--- config.mk ---
export PLATFORM = sky130hd
export DESIGN_NAME = boot_reset_seq
export DESIGN_NICKNAME = d
export VERILOG_FILES = /design/src/rtl/boot_seq_pkg.sv /design/src/rtl/pin_width_filter.sv /design/src/rtl/stab_timer.sv /design/src/rtl/vector_fetch.sv /design/src/rtl/boot_reset_seq.sv
export SDC_FILE = /design/constraint.sdc
export NUM_CORES = 1
export LEC_CHECK = 0
export BUFFER_PORTS_ARGS = -buffer_cell sky130_fd_sc_hd__buf_2
export CORE_MARGIN = 3
export CORE_UTILIZATION = 40
export CTS_BUF_LIST = sky130_fd_sc_hd__clkbuf_16
export DETAILED_ROUTE_END_ITERATION = 10
export PLACE_DENSITY_LB_ADDON = 0.3
export SETUP_SLACK_MARGIN = 0.02
export SKIP_LAST_GASP = 1
export SLEW_MARGIN = 10
export SYNTH_ARGS = -nofsm -noshare
export SYNTH_HDL_FRONTEND = slang
export SYNTH_SLANG_ARGS = --single-unit
--- constraint.sdc ---
create_clock -name clk -period 3 [get_ports clk]
set_input_delay 0.15 -clock clk [delete_from_list [all_inputs] [get_ports clk]]
set_output_delay 0.15 -clock clk [all_outputs]
set_load 0.02 [all_outputs]
--- src/rtl/boot_seq_pkg.sv ---
package boot_seq_pkg;

   typedef enum logic [1:0] {
      SQ_HOLD  = 2'd0,
      SQ_STAB  = 2'd1,
      SQ_FETCH = 2'd2,
      SQ_RUN   = 2'd3
   } seq_state_t;

   localparam int INIT_W        = 6;
   localparam int INIT_PAGE_CLR = 0;
   localparam int INIT_GFLG_CLR = 1;
   localparam int INIT_PCLK_ON  = 2;
   localparam int INIT_SVD_ON   = 3;
   localparam int INIT_BOOST_OFF = 4;
   localparam int INIT_MAINCLK  = 5;

endpackage

--- src/rtl/pin_width_filter.sv ---
module pin_width_filter #(
   parameter int SYNC_STAGES = 2,
   parameter int MIN_LOW     = 8
) (
   input  logic clk,
   input  logic por_n,
   input  logic pin_n,
   output logic pin_held
);
   localparam int CNT_W = $clog2(MIN_LOW + 1);
   localparam logic [CNT_W-1:0] SAT = CNT_W'(MIN_LOW);

   if (SYNC_STAGES < 2) begin : g_bad_sync
      $error("pin_width_filter: SYNC_STAGES must be at least 2");
   end
   if (MIN_LOW < 2) begin : g_bad_low
      $error("pin_width_filter: MIN_LOW must be at least 2");
   end

   logic [SYNC_STAGES-1:0] sync_q;
   logic                   pin_s;
   logic [CNT_W-1:0]       low_cnt;

   for (genvar g = 0; g < SYNC_STAGES; g++) begin : g_sync
      if (g == 0) begin : g_first
         always_ff @(posedge clk or negedge por_n) begin
            if (!por_n) sync_q[g] <= 1'b1;
            else        sync_q[g] <= pin_n;
         end
      end else begin : g_next
         always_ff @(posedge clk or negedge por_n) begin
            if (!por_n) sync_q[g] <= 1'b1;
            else        sync_q[g] <= sync_q[g-1];
         end
      end
   end

   assign pin_s = sync_q[SYNC_STAGES-1];

   always_ff @(posedge clk or negedge por_n) begin
      if (!por_n)             low_cnt <= '0;
      else if (pin_s)         low_cnt <= '0;
      else if (low_cnt != SAT) low_cnt <= low_cnt + 1'b1;
   end

   assign pin_held = (low_cnt == SAT);

   AST_HELD_AFTER_LOW: assert property (@(posedge clk) disable iff (!por_n) $rose(pin_held) |-> $past(!pin_s));
   AST_HIGH_CLEARS: assert property (@(posedge clk) disable iff (!por_n) pin_s |=> !pin_held);

endmodule

--- src/rtl/stab_timer.sv ---
module stab_timer #(
   parameter int STAB_CYCLES = 262144
) (
   input  logic clk,
   input  logic por_n,
   input  logic clear,
   input  logic run,
   output logic done
);
   localparam int W = (STAB_CYCLES > 2) ? $clog2(STAB_CYCLES) : 1;
   localparam logic [W-1:0] TERM = W'(STAB_CYCLES - 1);
   localparam bit POW2 = ((STAB_CYCLES & (STAB_CYCLES - 1)) == 0);

   if (STAB_CYCLES < 2) begin : g_bad_len
      $error("stab_timer: STAB_CYCLES must be at least 2");
   end

   logic [W-1:0] cnt;
   logic         at_term;

   always_ff @(posedge clk or negedge por_n) begin
      if (!por_n)                 cnt <= '0;
      else if (clear)             cnt <= '0;
      else if (run && !at_term)   cnt <= cnt + 1'b1;
   end

   if (POW2) begin : g_pow2
      assign at_term = &cnt;
   end else begin : g_cmp
      assign at_term = (cnt == TERM);
   end

   assign done = run && at_term;

   AST_STAB_SATURATES: assert property (@(posedge clk) disable iff (!por_n) (run && !clear && cnt == TERM) |=> cnt == TERM);
   AST_STAB_NO_EARLY: assert property (@(posedge clk) disable iff (!por_n) done |-> $past(run));

endmodule

--- src/rtl/vector_fetch.sv ---
module vector_fetch #(
   parameter int FETCH_LEN = 7,
   parameter int ADDR_W    = 16,
   parameter int DATA_W    = 8,
   parameter logic [ADDR_W-1:0] VEC_LO = 16'hFFFE
) (
   input  logic              clk,
   input  logic              por_n,
   input  logic              active,
   input  logic              abort,
   input  logic [DATA_W-1:0] bus_rdata,
   output logic [ADDR_W-1:0] vec_addr,
   output logic              vec_rd,
   output logic [ADDR_W-1:0] start_pc,
   output logic              pc_load,
   output logic              done
);
   localparam int SW = $clog2(FETCH_LEN);
   localparam logic [SW-1:0] LAST = SW'(FETCH_LEN - 1);
   localparam logic [SW-1:0] LO_STEP = SW'(FETCH_LEN - 2);
   localparam logic [ADDR_W-1:0] VEC_HI = VEC_LO + 1'b1;

   if (FETCH_LEN < 3) begin : g_bad_len
      $error("vector_fetch: FETCH_LEN must be at least 3");
   end
   if (ADDR_W != 2 * DATA_W) begin : g_bad_w
      $error("vector_fetch: ADDR_W must be twice DATA_W");
   end

   logic [SW-1:0]     step;
   logic [DATA_W-1:0] lo_q, hi_q;
   logic              rd_lo, rd_hi;

   always_ff @(posedge clk or negedge por_n) begin
      if (!por_n)        step <= '0;
      else if (!active)  step <= '0;
      else if (step != LAST) step <= step + 1'b1;
   end

   assign rd_lo    = active && (step == LO_STEP);
   assign rd_hi    = active && (step == LAST);
   assign vec_rd   = rd_lo || rd_hi;
   assign vec_addr = (step == LAST) ? VEC_HI : VEC_LO;
   assign done     = rd_hi && !abort;

   always_ff @(posedge clk or negedge por_n) begin
      if (!por_n) begin
         lo_q    <= '0;
         hi_q    <= '0;
         pc_load <= 1'b0;
      end else begin
         if (rd_lo) lo_q <= bus_rdata;
         if (rd_hi) hi_q <= bus_rdata;
         pc_load <= done;
      end
   end

   assign start_pc = {hi_q, lo_q};

   AST_HI_FOLLOWS_LO: assert property (@(posedge clk) disable iff (!por_n) (vec_rd && vec_addr == VEC_HI) |-> ($past(vec_rd) && $past(vec_addr) == VEC_LO));
   AST_PCLOAD_ONE_CYCLE: assert property (@(posedge clk) disable iff (!por_n) pc_load |=> !pc_load);
   AST_PCLOAD_AFTER_READ: assert property (@(posedge clk) disable iff (!por_n) pc_load |-> $past(vec_rd));

endmodule

--- src/rtl/boot_reset_seq.sv ---
module boot_reset_seq
   import boot_seq_pkg::*;
#(
   parameter int SYNC_STAGES = 2,
   parameter int MIN_LOW     = 8,
   parameter int STAB_CYCLES = 262144,
   parameter int FETCH_LEN   = 7,
   parameter int ADDR_W      = 16,
   parameter int DATA_W      = 8,
   parameter logic [ADDR_W-1:0] VEC_LO = 16'hFFFE
) (
   input  logic              clk,
   input  logic              por_n,
   input  logic              rst_pin_n,
   input  logic              wdt_trip,
   input  logic [DATA_W-1:0] bus_rdata,
   output logic              core_rst,
   output logic              running,
   output logic [INIT_W-1:0] init_vec,
   output logic [ADDR_W-1:0] vec_addr,
   output logic              vec_rd,
   output logic [ADDR_W-1:0] start_pc,
   output logic              pc_load
);
   seq_state_t st, st_nxt;
   logic pin_held, stab_done, fetch_done, restart, running_q;

   assign restart = wdt_trip || pin_held;

   pin_width_filter #(
      .SYNC_STAGES(SYNC_STAGES),
      .MIN_LOW    (MIN_LOW)
   ) i_filter (
      .clk     (clk),
      .por_n   (por_n),
      .pin_n   (rst_pin_n),
      .pin_held(pin_held)
   );

   stab_timer #(
      .STAB_CYCLES(STAB_CYCLES)
   ) i_stab (
      .clk  (clk),
      .por_n(por_n),
      .clear((st != SQ_STAB) || wdt_trip),
      .run  (st == SQ_STAB),
      .done (stab_done)
   );

   vector_fetch #(
      .FETCH_LEN(FETCH_LEN),
      .ADDR_W   (ADDR_W),
      .DATA_W   (DATA_W),
      .VEC_LO   (VEC_LO)
   ) i_fetch (
      .clk      (clk),
      .por_n    (por_n),
      .active   (st == SQ_FETCH),
      .abort    (restart),
      .bus_rdata(bus_rdata),
      .vec_addr (vec_addr),
      .vec_rd   (vec_rd),
      .start_pc (start_pc),
      .pc_load  (pc_load),
      .done     (fetch_done)
   );

   always_comb begin
      st_nxt = st;
      unique case (st)
         SQ_HOLD:  if (!pin_held)  st_nxt = SQ_STAB;
         SQ_STAB:  if (stab_done)  st_nxt = SQ_FETCH;
         SQ_FETCH: if (fetch_done) st_nxt = SQ_RUN;
         SQ_RUN:   st_nxt = SQ_RUN;
         default:  st_nxt = SQ_HOLD;
      endcase
      if (wdt_trip) st_nxt = SQ_STAB;
      if (pin_held) st_nxt = SQ_HOLD;
   end

   always_ff @(posedge clk or negedge por_n) begin
      if (!por_n) st <= SQ_HOLD;
      else        st <= st_nxt;
   end

   always_ff @(posedge clk or negedge por_n) begin
      if (!por_n)          running_q <= 1'b0;
      else if (restart)    running_q <= 1'b0;
      else if (fetch_done) running_q <= 1'b1;
   end

   assign running  = running_q;
   assign core_rst = (st != SQ_RUN);
   assign init_vec = {INIT_W{(st == SQ_HOLD) || (st == SQ_STAB)}};

   AST_RUN_XOR_RST: assert property (@(posedge clk) disable iff (!por_n) running != core_rst);
   AST_RUN_STICKY: assert property (@(posedge clk) disable iff (!por_n) (running && !wdt_trip && !pin_held) |=> running);
   AST_INIT_ONLY_IN_RST: assert property (@(posedge clk) disable iff (!por_n) (|init_vec) |-> (core_rst && !vec_rd));
   AST_WDT_DROPS_RUN: assert property (@(posedge clk) disable iff (!por_n) wdt_trip |=> !running);
   AST_PIN_DROPS_RUN: assert property (@(posedge clk) disable iff (!por_n) pin_held |=> (!running && init_vec == '1));

endmodule

==> results of run 1 <==
-- area by class of cell --
class / instances / area share
well taps: 72 / 0.0333
repair buffers: 41 / 0.0794
flip-flops and latches: 47 / 0.435
multi-input cells: 160 / 0.385
inverters: 10 / 0.0139
clock inverters: 3 / 0.00739
clock buffers: 5 / 0.0462
-- synthesized netlist by cell type, types with 2 or more instances --
master / count
dfrtp_1: 45
a21oi_1: 18
mux2_2: 16
nand3_1: 10
mux2i_1: 2
a2111o_1: 3
a31oi_1: 2
nand4_1: 6
ha_1: 6
a211oi_1: 3
and3_1: 2
and2_1: 2
nand2b_1: 2
o21ai_0: 8
or3_1: 3
o31ai_1: 6
nand2_1: 15
nor4_1: 2
buf_4: 21
nor3_1: 8
nor2_1: 12
inv_1: 10
xnor2_1: 3
dfstp_2: 2
clkbuf_1: 5
or4_1: 7
-- layer usage --
metal | global-route usage | wire length [um] | up-vias | part of all wire
li1 | - | - | 867 | -
met1 | 0.193 | 2230 | 842 | 0.46
met2 | 0.228 | 2300 | 43 | 0.48
met3 | 0.0288 | 191 | 8 | 0.040
met4 | 0.0758 | 94 | 0 | 0.019
met5 | 0 | 0 | - | 0
-- state kept, by name (all words and copies together), names as in the netlist --
| name | cells |
|---|---|
| i_fetch.step | 3 |
| i_filter.pin_s | 1 |
| i_fetch.lo_q | 8 |
| i_stab.cnt | 18 |
| running | 1 |
| i_fetch.pc_load | 1 |
| i_filter.sync_q | 1 |
| i_filter.low_cnt | 4 |
| st | 2 |
| i_fetch.hi_q | 8 |
-- report_power, final --
| group | internal, mW | switching, mW |
|---|---|---|
| logic | 0.0308 | 0.0680 |
| registers | 0.654 | 0.0144 |
| clock network | 0.307 | 0.243 |
-- how the worst min path moves through the flow --
stage | end | from | cells after the start
global route | running$_DFFE_PN0P_ | wdt_trip | 2
global placement | i_filter.sync_q[0]$_DFF_PN1_ | rst_pin_n | 1
detailed placement | i_filter.sync_q[0]$_DFF_PN1_ | rst_pin_n | 1
CTS | running$_DFFE_PN0P_ | wdt_trip | 2
floorplan | i_fetch.hi_q[0]$_DFFE_PN0P_ | por_n | 0
finish | i_filter.low_cnt[3]$_DFFE_PN0P_ | por_n | 1
-- cells in the final DEF (no fill, tap or decap), types with 3 or more instances in the layout --
cell type   n
dfrtp_1    45
buf_2      38
a21oi_1    18
mux2_2     16
nand2_1    15
conb_1     15
nor2_1     12
inv_1      10
nand3_1    10
nor3_1      8
o21ai_0     8
or4_1       7
nand4_1     6
o31ai_1     6
ha_1        6
clkbuf_16   5
a211oi_1    3
xnor2_1     3
or3_1       3
a2111o_1    3
-- timing repair --
item / in CTS / in global routing
buffers inserted: 0 / 0
gates resized for setup: 0 / 0
hold buffers: 1 / 0
endpoints found under the hold margin: 1 / 0
-- metrics by stage --
stage / hold WS [ns] / std cells / utilization / total power, mW / setup WS [ns]
after global routing: 0.0879 / 338 / 0.480 / 1.38 / 0.754
after floorplan: -0.146 / 244 / - / 0.751 / 1.21
after global placement: 0.256 / 329 / 0.453 / 0.775 / 1.13
after detailed placement: 0.258 / 329 / 0.453 / 0.778 / 1.05
after CTS: 0.0830 / 338 / 0.480 / 1.33 / 0.943
final: 0.0399 / 338 / 0.480 / 1.32 / 0.971
-- critical path: cells and delay by family (launching register included) --
kind / cells / cell delay, ns
simple gates: 3 / 0.64
flops: 1 / 0.42
buf+inv: 3 / 0.32
fa+ha+maj: 1 / 0.22
-- cells by family after synthesis --
kind of cell	after synthesis	share of synthesized area
AOI/OAI and AO/OA	43	0.113
buffers and inverters	37	0.0920
other	1	0.00157
xor gates and xnor gates	4	0.0147
and+or+nand+nor	74	0.168
muxes	18	0.0841
adders and majority gates	6	0.0315
DFF	47	0.495
==> metrics, run 1 <==
final antenna-violating net count 0; Core ar. 5640 sq um; ANT cells 0; Setup TNS Final 0 ns; GR Util All Layers 0.146; Die ar. 6910 sq um; synth unique cells 37; I/O pin cnt 54; Max clock buf depth 2; RSZ-0062 raised after global routing no; DR pass1 iterations 4; number of CTS-inserted buffers 5; CTS Sinks 47; Worst-Margin Slew 1.03 ns; CP peak stage delay 0.42 ns; Setup violations, final 0; first-pass GRT wire length 8200 um; r2r endpoint i_stab.cnt[3]$_DFFE_PN0P_; max-slew violations 0; slew margin rel. 0.311; slowest CP cell dfrtp_1; pwr dens 487 nW/um^2; sequential share of the synthesized area 0.495; Post-synth EDFFs 0; clk_skew 0.00576 ns; GRT Residual Overflow 0; Vias/cell 5.21; register area 1180 sq um; fin nets 283; CTS tree yes; Yosys warning total 0; outcome finished clean; multi-input combinational cell area 1040 sq um; post-route cell area 2710 sq um; Buffers on Ports 38; Clock transition at path regs 0.07 ns; DPL Wire Length 3340 um; Die H 83.2 um; # DRC 0; Placement Rows 27; CP Launch Type register; H-Tree Level Count 2; Async S/R FF share, synth 1.00; Mapped Area 2380 sq um; Critical Path RT 2.85 ns; Syn Inst Count 230; HP Class in -> async; top_reg_cell synth dfrtp_1; Initial Util 0.422; Worst Setup SP i_fetch.step[0]$_DFFE_PN0N_; Placed Area 2550 sq um; largest net degree at the start of global routing 48; Peak supply drop 0.255 mV; share of the synthesized area in the top cell type 0.473; maximum capacitance violations 0; Die Wd 83.2 um; kind of critical path reg -> out; Crit Path Max Fanout 11; Critical Path End vec_rd; post-layout minimum cycle time 2.03 ns; Worst R2R Start i_stab.cnt[8]$_DFFE_PN0P_; WL final 4820 um; FMAX 0.493 GHz; vias in the first global route 1729; layout cells sized above 1 0.267; reg2reg setup slack 1.05 ns; Area contributors post-synth dfrtp_1 47%, mux2_2 7.6%, buf_4 6.6%; leading area contributor after synthesis dfrtp_1; syn avg cell area 10.4 sq um; Worst setup EP type output pin; Placer Congestion 0.831; area grow syn2layout 13.8%; antenna violations before repair 0; crit share post-route 0.676; Final Hold Fails 0; arrival time worst endpoint 1.88 ns; later-pin clock latency in the skew report 0.29 ns; CP cell instances inv_1 > ha_1 > nand2_1 > inv_1 > nand2_1 > nand2_1 > buf_2; Clock Tree Root clkbuf_16; Worst Reg2Reg Path Length in Cells 5; Most Frequent Cell on Critical Path nand2_1; fillcell total 546; vias 1760; Seq cells post-synth 47; Leakage 1.19 nW; wire per inst 14.3 um; Iter 0 DRT Violations 94
No activity file was read; power rests on OpenSTA's default activity.
==> inputs of run 2 (changes only) <==
Clock period 3 ns to 1.8 ns, I/O delays scaled along.
==> run 2 against run 1 <==
Compared with the run above:
- clock power up 110%
- wire length up 3.7%
- sequential power up 66%
- power up 87%
- sequential share of layout area down 4.2 points
- critical path type is now reg -> reg
- highest routed layer unchanged
==> metrics, run 2 (synthesis results as in run 1) <==
outcome finished clean (unchanged); Crit Path Max Fanout 6 (was 11); CP cell instances nand3_2 > or4_4 > or4_1 > a21oi_1 (was inv_1 > ha_1 > nand2_1 > inv_1 > nand2_1 > nand2_1 > buf_2); H-Tree Level Count 2 (unchanged); utilization after layout 0.532 (was 0.480); combinational power share 0.074 (was 0.075); Worst setup EP type register (was output pin); later-pin clock latency in the skew report 0.28 ns (was 0.29 ns); fin nets 305 (was 283); maximum capacitance violations 0 (unchanged); Setup TNS Final 0 ns (unchanged); slowest CP cell or4_4 (was dfrtp_1); antenna violations before repair 0 (unchanged); arrival time worst endpoint 1.94 ns (was 1.88 ns); sw frac 0.211 (was 0.247); Worst R2R Start i_stab.cnt[9]$_DFFE_PN0P_ (was i_stab.cnt[8]$_DFFE_PN0P_); reg2reg setup slack 0.06 ns (was 1.05 ns); clock power share 0.474 (was 0.418); GR Util All Layers 0.145 (was 0.146); Final Hold Fails 0 (unchanged); Placed Area 2690 sq um (was 2550 sq um); Initial Util 0.422 (unchanged); kind of critical path reg -> reg (was reg -> out); CP peak stage delay 0.54 ns (was 0.42 ns); first-pass GRT wire length 8180 um (was 8200 um); final antenna-violating net count 0 (unchanged); Vias/cell 5.10 (was 5.21); internal power 1.94 mW (was 0.992 mW); commonest non-fill, non-tap cell in the layout dfrtp_1 (unchanged); clk_skew 0.00591 ns (was 0.00576 ns); Largest regs i_stab.cnt: 18 flops, i_fetch.hi_q: 8 flops, i_fetch.lo_q: 8 flops (unchanged); Clock Tree Root clkbuf_16 (unchanged); Leakage 1.35 nW (was 1.19 nW); Psw 0.519 mW (was 0.326 mW); Setup violations, final 0 (unchanged); CTS tree yes (unchanged); Biggest register i_stab.cnt (unchanged); Critical Path RT 2.01 ns (was 2.85 ns); DR pass1 iterations 4 (unchanged); vias 1837 (was 1760); Final Worst Setup Slack 0.0645 ns (was 0.971 ns); layout cells sized above 1 0.361 (was 0.267); Worst-Margin Slew 0.567 ns (was 1.03 ns); Iter 0 DRT Violations 71 (was 94); WL final 5000 um (was 4820 um); FMAX 0.576 GHz; Max clock buf depth 2 (unchanged); post-layout minimum cycle time 1.74 ns; r2r endpoint i_stab.cnt[17]$_DFFE_PN0P_ (was i_stab.cnt[3]$_DFFE_PN0P_); Core ar. 5640 sq um (unchanged); Worst Min Path Start wdt_trip; pwr dens 821 nW/um^2 (was 487 nW/um^2); RSZ-0062 raised after global routing yes (was no); ANT cells 0 (unchanged); Worst Reg2Reg Path Length in Cells 4 (was 5); crit share post-route 0.964; Placement Rows 27 (unchanged); largest net degree at the start of global routing 26 (was 48); CTS Sinks 47 (unchanged); wire per inst 13.9 um (was 14.3 um); Die Wd 83.2 um (unchanged); # DRC 0 (unchanged); leading cell types in the layout, fill and taps excluded 43 x dfrtp_1, 38 x buf_2, 22 x buf_4 (was 45 x dfrtp_1, 38 x buf_2, 18 x a21oi_1); area grow syn2layout 26.1% (was 13.8%); I/O pin cnt 54 (unchanged); pre-CTS setup slack 0.0331 ns (was 1.05 ns); post-route cell area 3000 sq um (was 2710 sq um); number of CTS-inserted buffers 5 (unchanged); Die ar. 6910 sq um (unchanged); CP Launch Type register (unchanged); Die H 83.2 um (unchanged); Placer Congestion 0.815 (was 0.831); Peak supply drop 0.553 mV (was 0.255 mV); Buffers on Ports 38 (unchanged); Seq pwr share 0.451 (was 0.507); slew margin rel. 0.622 (was 0.311); GRT Residual Overflow 0 (unchanged); WHS Endpoint st[1]$_DFFE_PN0P_; WHS Path Cells 2; HP Class in -> reg (was in -> async); vias in the first global route 1637 (was 1729); max-slew violations 0 (unchanged); DPL Wire Length 3650 um (was 3340 um); max reg flops 18 (unchanged); Clock transition at path regs 0.06 ns (was 0.07 ns)
run 2: changes by cell type in the layout (fill, tap and decap cells not counted), moves of 2 or more:
cell / delta
nor2_1: -2
nor2_2: +2
dfrtp_2: +2
or4_4: +2
nand3_1: -3
nand3_2: +3
dfrtp_1: -2
or4_1: -2
buf_4: +20
bufinv_16: +2
run 2: worst max path at each step:
stage          slack, ns                      start                    endpoint
2_1_floorplan       0.08  i_stab.cnt[0]$_DFFE_PN0P_  i_stab.cnt[12]$_DFFE_PN0P_
3_3_place_gp        0.08  i_stab.cnt[5]$_DFFE_PN0P_  i_stab.cnt[17]$_DFFE_PN0P_
3_5_place_dp        0.03  i_stab.cnt[0]$_DFFE_PN0P_  i_stab.cnt[12]$_DFFE_PN0P_
4_1_cts             0.03  i_stab.cnt[0]$_DFFE_PN0P_  i_stab.cnt[12]$_DFFE_PN0P_
5_1_grt           -0.001  i_stab.cnt[1]$_DFFE_PN0P_  i_stab.cnt[12]$_DFFE_PN0P_
6_report            0.06  i_stab.cnt[9]$_DFFE_PN0P_  i_stab.cnt[17]$_DFFE_PN0P_
run 2: power groups by stage:
stage	sequential [mW]	clock, mW	combinational, mW
global placement	1.13	0	0.178
finish	1.11	1.17	0.183
CTS	1.11	1.19	0.183
global route	1.12	1.23	0.202
floorplan	1.15	0	0.0991
detailed placement	1.13	0	0.180
run 2: stage by stage:
stage / hold WS, ns / power (mW) / instances
floorplan: -0.206 / 1.25 / 244
global route: 0.0481 / 2.55 / 360
global placement: 0.121 / 1.30 / 346
detailed placement: 0.115 / 1.31 / 346
finish: 0.0422 / 2.46 / 360
CTS: 0.0341 / 2.49 / 356
run 2: what timing repair did:
action / in CTS / in global routing
setup endpoints to repair: 0 / 15
buffers inserted: 0 / 4
resized for setup: 0 / 15
hold buffers: 2 / 0
endpoints found under the hold margin: 22 / 0
run 2: area by class of cell:
type / instances / area [sq um]
timing repair buffer: 63 / 395
inverter: 10 / 37.5
sequential: 47 / 1180
clock buffer: 5 / 125
clock inverter: 3 / 63.8
tap: 72 / 90.1
fill: 492 / 2640
multi-input combinational: 160 / 1110
run 2: worst max-delay path, delay by kind of cell, from the launching register on:
kind             cells  cell delay, ns
AND/OR/NAND/NOR      3            1.07
flip-flops           1            0.44
AO/OA/AOI/OAI        1            0.15
run 2: metal layers:
layer,part of all wire,up-vias,track usage
met4,0.015,0,0.0550
met5,0,-,0
met3,0.034,5,0.0268
met2,0.49,37,0.232
li1,-,911,-
met1,0.46,884,0.197
